$ cat config.mk
export PLATFORM = sky130hd
export DESIGN_NAME = supply_seq
export DESIGN_NICKNAME = d
export VERILOG_FILES = /design/src/rtl/supply_seq_pkg.sv /design/src/rtl/seq_fault_timer.sv /design/src/rtl/seq_softstart.sv /design/src/rtl/seq_fsm.sv /design/src/rtl/supply_seq.sv
export SDC_FILE = /design/constraint.sdc
export NUM_CORES = 1
export LEC_CHECK = 0
export CORE_MARGIN = 10
export CORE_UTILIZATION = 61
export DETAILED_ROUTE_END_ITERATION = 8
export GPL_ROUTABILITY_DRIVEN = 0
export PLACE_DENSITY = 0.86
export SLEW_MARGIN = 0
export SYNTH_ARGS = -nofsm -noshare
export SYNTH_HDL_FRONTEND = slang
export SYNTH_HIERARCHICAL = 1
export SYNTH_SLANG_ARGS = --single-unit
$ cat constraint.sdc
create_clock -name clk -period 8.8 [get_ports clk]
set_clock_uncertainty 0.2 [all_clocks]
set_input_delay 1.32 -clock clk [delete_from_list [all_inputs] [get_ports clk]]
set_output_delay 1.32 -clock clk [all_outputs]
set_load 0.01 [all_outputs]
$ cat src/rtl/supply_seq_pkg.sv
package supply_seq_pkg;
  typedef enum logic [2:0] {
    ST_CHARGE,
    ST_RUN,
    ST_DRAIN,
    ST_LATCHOFF,
    ST_RECHARGE,
    ST_LOCK
  } seq_state_t;

  typedef enum logic [1:0] {
    FLT_NONE   = 2'd0,
    FLT_SUPPLY = 2'd1,
    FLT_SENSE  = 2'd2,
    FLT_THERM  = 2'd3
  } fault_t;
endpackage

$ cat src/rtl/seq_fault_timer.sv
module seq_fault_timer #(
  parameter int FAULT_CYC = 125000
) (
  input  logic clk,
  input  logic rst,
  input  logic arm_i,
  output logic expire_o
);
  localparam int CNT_W = $clog2(FAULT_CYC + 1);
  localparam logic [CNT_W-1:0] LAST = CNT_W'(FAULT_CYC - 1);

  logic [CNT_W-1:0] cnt;

  always_ff @(posedge clk) begin
    if (rst || !arm_i) cnt <= '0;
    else if (cnt != LAST) cnt <= cnt + 1'b1;
  end

  assign expire_o = arm_i && (cnt == LAST);

  // a dropped flag restarts the window from zero
  a_r4_window_restart: assert property (@(posedge clk) disable iff (rst)
    !arm_i |=> !expire_o);
endmodule

$ cat src/rtl/seq_softstart.sv
module seq_softstart #(
  parameter int SS_CYC = 2500
) (
  input  logic clk,
  input  logic rst,
  input  logic start_i,
  input  logic hold_i,
  output logic active_o
);
  localparam int CNT_W = $clog2(SS_CYC + 1);

  logic [CNT_W-1:0] cnt;

  always_ff @(posedge clk) begin
    if (rst) cnt <= '0;
    else if (start_i) cnt <= CNT_W'(SS_CYC);
    else if (!hold_i) cnt <= '0;
    else if (cnt != '0) cnt <= cnt - 1'b1;
  end

  assign active_o = (cnt != '0);
endmodule

$ cat src/rtl/seq_fsm.sv
module seq_fsm
  import supply_seq_pkg::*;
(
  input  logic   clk,
  input  logic   rst,
  input  logic   vcc_on_i,
  input  logic   vcc_uv_i,
  input  logic   vcc_latch_i,
  input  logic   vcc_rst_i,
  input  logic   cs_over_i,
  input  logic   sw_off_i,
  input  logic   therm_i,
  input  logic   expire_i,
  output logic   hv_en_o,
  output logic   drv_en_o,
  output logic   low_pwr_o,
  output logic   ss_trig_o,
  output logic   enter_run_o,
  output fault_t fault_o
);
  seq_state_t state, nxt;
  fault_t     nflt;
  logic       skip, nskip;

  always_comb begin
    nxt   = state;
    nflt  = fault_o;
    nskip = skip;
    if (!vcc_rst_i) begin
      nxt   = ST_CHARGE;
      nflt  = FLT_NONE;
      nskip = 1'b0;
    end else begin
      case (state)
        ST_CHARGE: if (vcc_on_i) nxt = ST_RUN;
        ST_RUN: begin
          if (cs_over_i && sw_off_i) begin
            nxt  = ST_LOCK;
            nflt = FLT_SENSE;
          end else if (therm_i) begin
            nxt  = ST_LOCK;
            nflt = FLT_THERM;
          end else if (!vcc_uv_i) begin
            nxt  = ST_LATCHOFF;
            nflt = FLT_SUPPLY;
          end else if (expire_i) begin
            nxt  = ST_DRAIN;
            nflt = FLT_SUPPLY;
          end
        end
        ST_DRAIN:    if (!vcc_uv_i) nxt = ST_LATCHOFF;
        ST_LATCHOFF: if (!vcc_latch_i) nxt = ST_RECHARGE;
        ST_RECHARGE: begin
          if (vcc_on_i) begin
            if (skip) begin
              nxt   = ST_RUN;
              nskip = 1'b0;
            end else begin
              nxt   = ST_DRAIN;
              nskip = 1'b1;
            end
          end
        end
        ST_LOCK: nxt = ST_LOCK;
        default: nxt = ST_CHARGE;
      endcase
    end
    enter_run_o = (nxt == ST_RUN) && (state != ST_RUN);
    if (enter_run_o) nflt = FLT_NONE;
  end

  always_ff @(posedge clk) begin
    if (rst) begin
      state     <= ST_CHARGE;
      fault_o   <= FLT_NONE;
      skip      <= 1'b0;
      hv_en_o   <= 1'b1;
      drv_en_o  <= 1'b0;
      low_pwr_o <= 1'b0;
      ss_trig_o <= 1'b0;
    end else begin
      state     <= nxt;
      fault_o   <= nflt;
      skip      <= nskip;
      hv_en_o   <= (nxt == ST_CHARGE) || (nxt == ST_RECHARGE);
      drv_en_o  <= (nxt == ST_RUN);
      low_pwr_o <= (nxt == ST_LATCHOFF);
      ss_trig_o <= enter_run_o;
    end
  end

  // a supply fault with the rail still healthy comes from timer expiry
  a_r3_timeout_stop: assert property (@(posedge clk) disable iff (rst)
    ($fell(drv_en_o) && fault_o == FLT_SUPPLY && !low_pwr_o) |-> $past(expire_i));

  // the permanent lock holds while the supply stays above reset
  a_r8_lock_holds: assert property (@(posedge clk) disable iff (rst)
    (state == ST_LOCK && vcc_rst_i) |=> (state == ST_LOCK && !drv_en_o && !hv_en_o));

  // reset-level collapse overrides everything
  a_r11_reset_override: assert property (@(posedge clk) disable iff (rst)
    !vcc_rst_i |=> (hv_en_o && !drv_en_o && fault_o == FLT_NONE));

  // latch-off phase never charges or drives
  a_r5_lowpwr_quiet: assert property (@(posedge clk) disable iff (rst)
    low_pwr_o |-> (!hv_en_o && !drv_en_o));
endmodule

$ cat src/rtl/supply_seq.sv
module supply_seq #(
  parameter int FAULT_CYC = 125000,
  parameter int SS_CYC    = 2500
) (
  input  logic       clk,
  input  logic       rst,
  input  logic       vcc_on_i,
  input  logic       vcc_uv_i,
  input  logic       vcc_latch_i,
  input  logic       vcc_rst_i,
  input  logic       ilim_i,
  input  logic       cs_over_i,
  input  logic       sw_off_i,
  input  logic       therm_i,
  output logic       hv_en_o,
  output logic       drv_en_o,
  output logic       ss_trig_o,
  output logic       ss_active_o,
  output logic       low_pwr_o,
  output logic [1:0] fault_o
);
  import supply_seq_pkg::*;

  logic   expire;
  logic   enter_run;
  fault_t fault;

  seq_fault_timer #(.FAULT_CYC(FAULT_CYC)) timer_i (
    .clk      (clk),
    .rst      (rst),
    .arm_i    (drv_en_o && ilim_i),
    .expire_o (expire)
  );

  seq_softstart #(.SS_CYC(SS_CYC)) ss_i (
    .clk      (clk),
    .rst      (rst),
    .start_i  (enter_run),
    .hold_i   (drv_en_o),
    .active_o (ss_active_o)
  );

  seq_fsm fsm_i (
    .clk         (clk),
    .rst         (rst),
    .vcc_on_i    (vcc_on_i),
    .vcc_uv_i    (vcc_uv_i),
    .vcc_latch_i (vcc_latch_i),
    .vcc_rst_i   (vcc_rst_i),
    .cs_over_i   (cs_over_i),
    .sw_off_i    (sw_off_i),
    .therm_i     (therm_i),
    .expire_i    (expire),
    .hv_en_o     (hv_en_o),
    .drv_en_o    (drv_en_o),
    .low_pwr_o   (low_pwr_o),
    .ss_trig_o   (ss_trig_o),
    .enter_run_o (enter_run),
    .fault_o     (fault)
  );

  assign fault_o = fault;

  // every drive start comes with a soft-start launch
  a_r2_ss_on_start: assert property (@(posedge clk) disable iff (rst)
    $rose(drv_en_o) |-> (ss_trig_o && ss_active_o));
endmodule

==> metrics.md <==
| Metric | Value |
|---|---|
| Leakage | 0.8215 nW |
| Synth Instances | 224 |
| Largest cells by area after synthesis | dfxtp_1 (38%), nor2_1 (4.8%), xor2_1 (3.9%) |
| CTS tree | built |
| Async SR Flop Fraction | 0% |
| Sw power | 0.09162 mW |
| Clock transition at the registers of the reported paths | 110 ps |
| PD cells | 160.1 nW/um2 |
| Ant. Diodes | 0 |
| CP Data Required Time | 7280 ps |
| CP endpoint kind | output port |
| WL/cell | 14.04 um |
| Min-Delay Path Class | reg2reg |
| Main synth FF type | dfxtp_1 |
| DR vias/cell | 5.659 |
| Hold Vio Cnt, Final | 0 |
| P&R area growth vs syn | 12.94% |
| Crit path time final | 3572 ps |
| Final setup margin | 5228 ps |
| EDFF count, synth | 0 |
| Rows | 20 |
| Startpoint Class | flop |
| Max Fclk | 279.9 MHz |
| Final slew viol count | 0 |
| Fraction of layout cells with a size suffix above 1 | 13.17% |
| Vias in the first global route | 1526 |
| Clk_lat worst skew | 330 ps |
| Max FO, Critical Path | 12 |
| Largest net degree at the start of global routing | 17 |
| Switching Fraction | 24.95% |
| First-pass GRT wire length | 7003 um |
| Chip height | 77.70 um |
| Int Pwr | 0.2756 mW |
| Congestion Overflow GR | 0 |
| Outcome | finished, final reports clean |
| Slowest cell on the critical path | clkdlybuf4s50_1 |
| Final setup violation count | 0 |
| Arrival time at the worst endpoint | 2050 ps |
| Final core occ | 73.32% |
| RSZ-0062 raised after global routing | no |
| Clock power frac | 33.5% |
| Antenna Nets Post-Route | 0 |
| Die width | 77.70 um |
| Max incr delay on CP | 600 ps |
| Post-CTS Setup Bufs | 0 |
| IO Pins | 17 |
| Sequential share of power | 50.8% |
| Relative slew slack | 54.71% |
| Synth warn | 6 |
| Pre-CTS setup slack | 5167 ps |
| Max clock buf depth | 2 |
| Num CTS Buffers | 5 |
| Number of nets in the layout | 256 |
| Detailed Route WL | 4030 um |
| Combinational Power Share | 15.7% |
| Slew @ Worst Pin | 673.1 ps |
| Setup CP Type | reg2out |
| Iter 0 DRT Violations | 102 |
| Die ar. | 6037 um2 |
| PortBufs | 16 |
| Vias | 1624 |
| Core area | 3128 um2 |
| Post-CTS sizing | 0 |
| Initial antenna violation count | 0 |
| Clock root buffer | clkbuf_4 |
| All-layer global routing usage | 13.74% |
| Ratio of final minimum period to clock period | 40.59% |
| Avg Cell Area, Syn | 9.066 um2 |
| Met1 usage | 16.90% |
| Clock Sinks | 39 |
| Yosys cell types | 63 |
| Max Cap Viol | 0 |
| Pre-antenna DRT Iters | 4 |
| CP cell instances | nor3_4, nand4_2, clkdlybuf4s50_1 |
| Syn Nets | 238 |
| Leading area contributor after synthesis | dfxtp_1 |
| # DRC | 0 |
| Commonest cells in the netlist | dfxtp_1 (39), nor2_1 (26), nand2_1 (12), o21ai_0 (12), a21oi_1 (11) |
| Top-count cell post-synth | dfxtp_1 |
| Top Usage Layer GRT | met2 |
| Setup TNS | 0 ps |
| Synth Register Bits | 39 |
| Detailed placement HPWL | 3029 um |
| Worst vdd ir | 0.1068 mV |
| Post-synthesis sequential area ratio | 38.45% |
| Hold-fix buffers at CTS | 0 |
| Synthesized area | 2031 um2 |
| Initial Util | 64.92% |
| Post-synth top area share | 38.45% |
| H-tree depth | 2 |
| GR Util met3 | 3.917% |
| M2 GR Usage | 22.22% |
==> metal layers <==
layer | wire [um] | up-vias
met3 | 165 | 8
met5 | 0 | -
met4 | 80 | 0
li1 | - | 836
met2 | 1870 | 40
met1 | 1912 | 740
==> sequential cells by signal, indices dropped and copies added (netlist names), 2 cells and up <==
| register | count |
|---|---|
| fsm_i/fault_o | 2 |
| ss_i/cnt | 12 |
| timer_i/cnt | 17 |
| fsm_i/state | 3 |
==> stage by stage <==
step | instances | instance area (um2) | hold WS, ps | power [mW]
6_report | 287 | 2293 | 313.0 | 0.3672
5_1_grt | 287 | 2293 | 327.4 | 0.3863
4_1_cts | 287 | 2293 | 307.6 | 0.3704
3_5_place_dp | 279 | 2207 | 291.7 | 0.2477
3_3_place_gp | 279 | 2207 | 272.5 | 0.2464
2_1_floorplan | 224 | 2031 | 258.1 | 0.2330
==> cell type report <==
cell class	count	area [um2]
Fill cell	247	834.6
Clock inverter	2	35.03
Multi-Input combinational cell	171	1177
Timing Repair Buffer	16	160.2
Clock buffer	6	51.30
Tap cell	44	55.05
Inverter	9	33.78
Sequential cell	39	780.7
==> cells by family (layout without fill, tap and decap cells) <==
| logic type | count (synthesis) | count (layout) | share of synthesized area [%] |
|---|---|---|---|
| mux | 2 | 2 | 0.9859 |
| flops | 39 | 39 | 38.45 |
| buf+inv | 14 | 33 | 3.573 |
| simple gates | 109 | 109 | 34.63 |
| compound gates | 40 | 40 | 13.00 |
| fa+ha+maj | 4 | 4 | 2.465 |
| xor+xnor | 16 | 16 | 6.901 |
==> power by group through the flow <==
stage,sequential (mW),clock (mW),combinational (mW)
finish,0.187,0.123,0.0576
global route,0.187,0.134,0.0648
CTS,0.187,0.126,0.0577
detailed placement,0.191,0,0.0570
global placement,0.191,0,0.0559
floorplan,0.190,0,0.0428
==> layout by cell type, fill, tap and decap left out, drive strengths merged, types with 2 or more instances in the layout <==
cell           Yosys  final
nand2             12     12
nand3              9      9
ha                 4      4
inv                9      9
a31o               2      2
nor2b              4      4
xor2               9      9
a21o               2      2
xnor2              7      7
a211oi             2      2
nand4b             3      3
nand3b             2      2
nor3               6      6
or2b               3      3
nand2b             6      6
a31oi              3      3
nor4               5      5
nand4              8      8
or3b               3      3
o21ai             13     13
and2b              3      3
a21oi             12     12
or3                5      5
and4               2      2
clkbuf             3      6
nor2              27     27
clkdlybuf4s50      1     16
dfxtp             39     39
and2               3      3
and3               2      2
mux2i              2      2
==> worst paths after layout <==
kind | startpoint | end | slack (ps) | depth (start not counted)
worst min register to register | timer_i/cnt[16]$_SDFFE_PP0P_ | timer_i/cnt[16]$_SDFFE_PP0P_ | 310 | 2
worst max register to register | timer_i/cnt[5]$_SDFFE_PP0P_ | ss_i/cnt[5]$_SDFFE_PP0N_ | 5570 | 10
worst max-delay path | ss_i/cnt[3]$_SDFFE_PP0N_ | ss_active_o | 5230 | 3
worst min-delay path | timer_i/cnt[16]$_SDFFE_PP0P_ | timer_i/cnt[16]$_SDFFE_PP0P_ | 310 | 2
==> worst max-delay path, delay by kind of cell (launching register included) <==
kind                   cells  cell delay (ps)
buffers and inverters      1              600
flip-flops                 1              370
AND/OR/NAND/NOR            2              750
No activity file was read; power rests on OpenSTA's default activity.
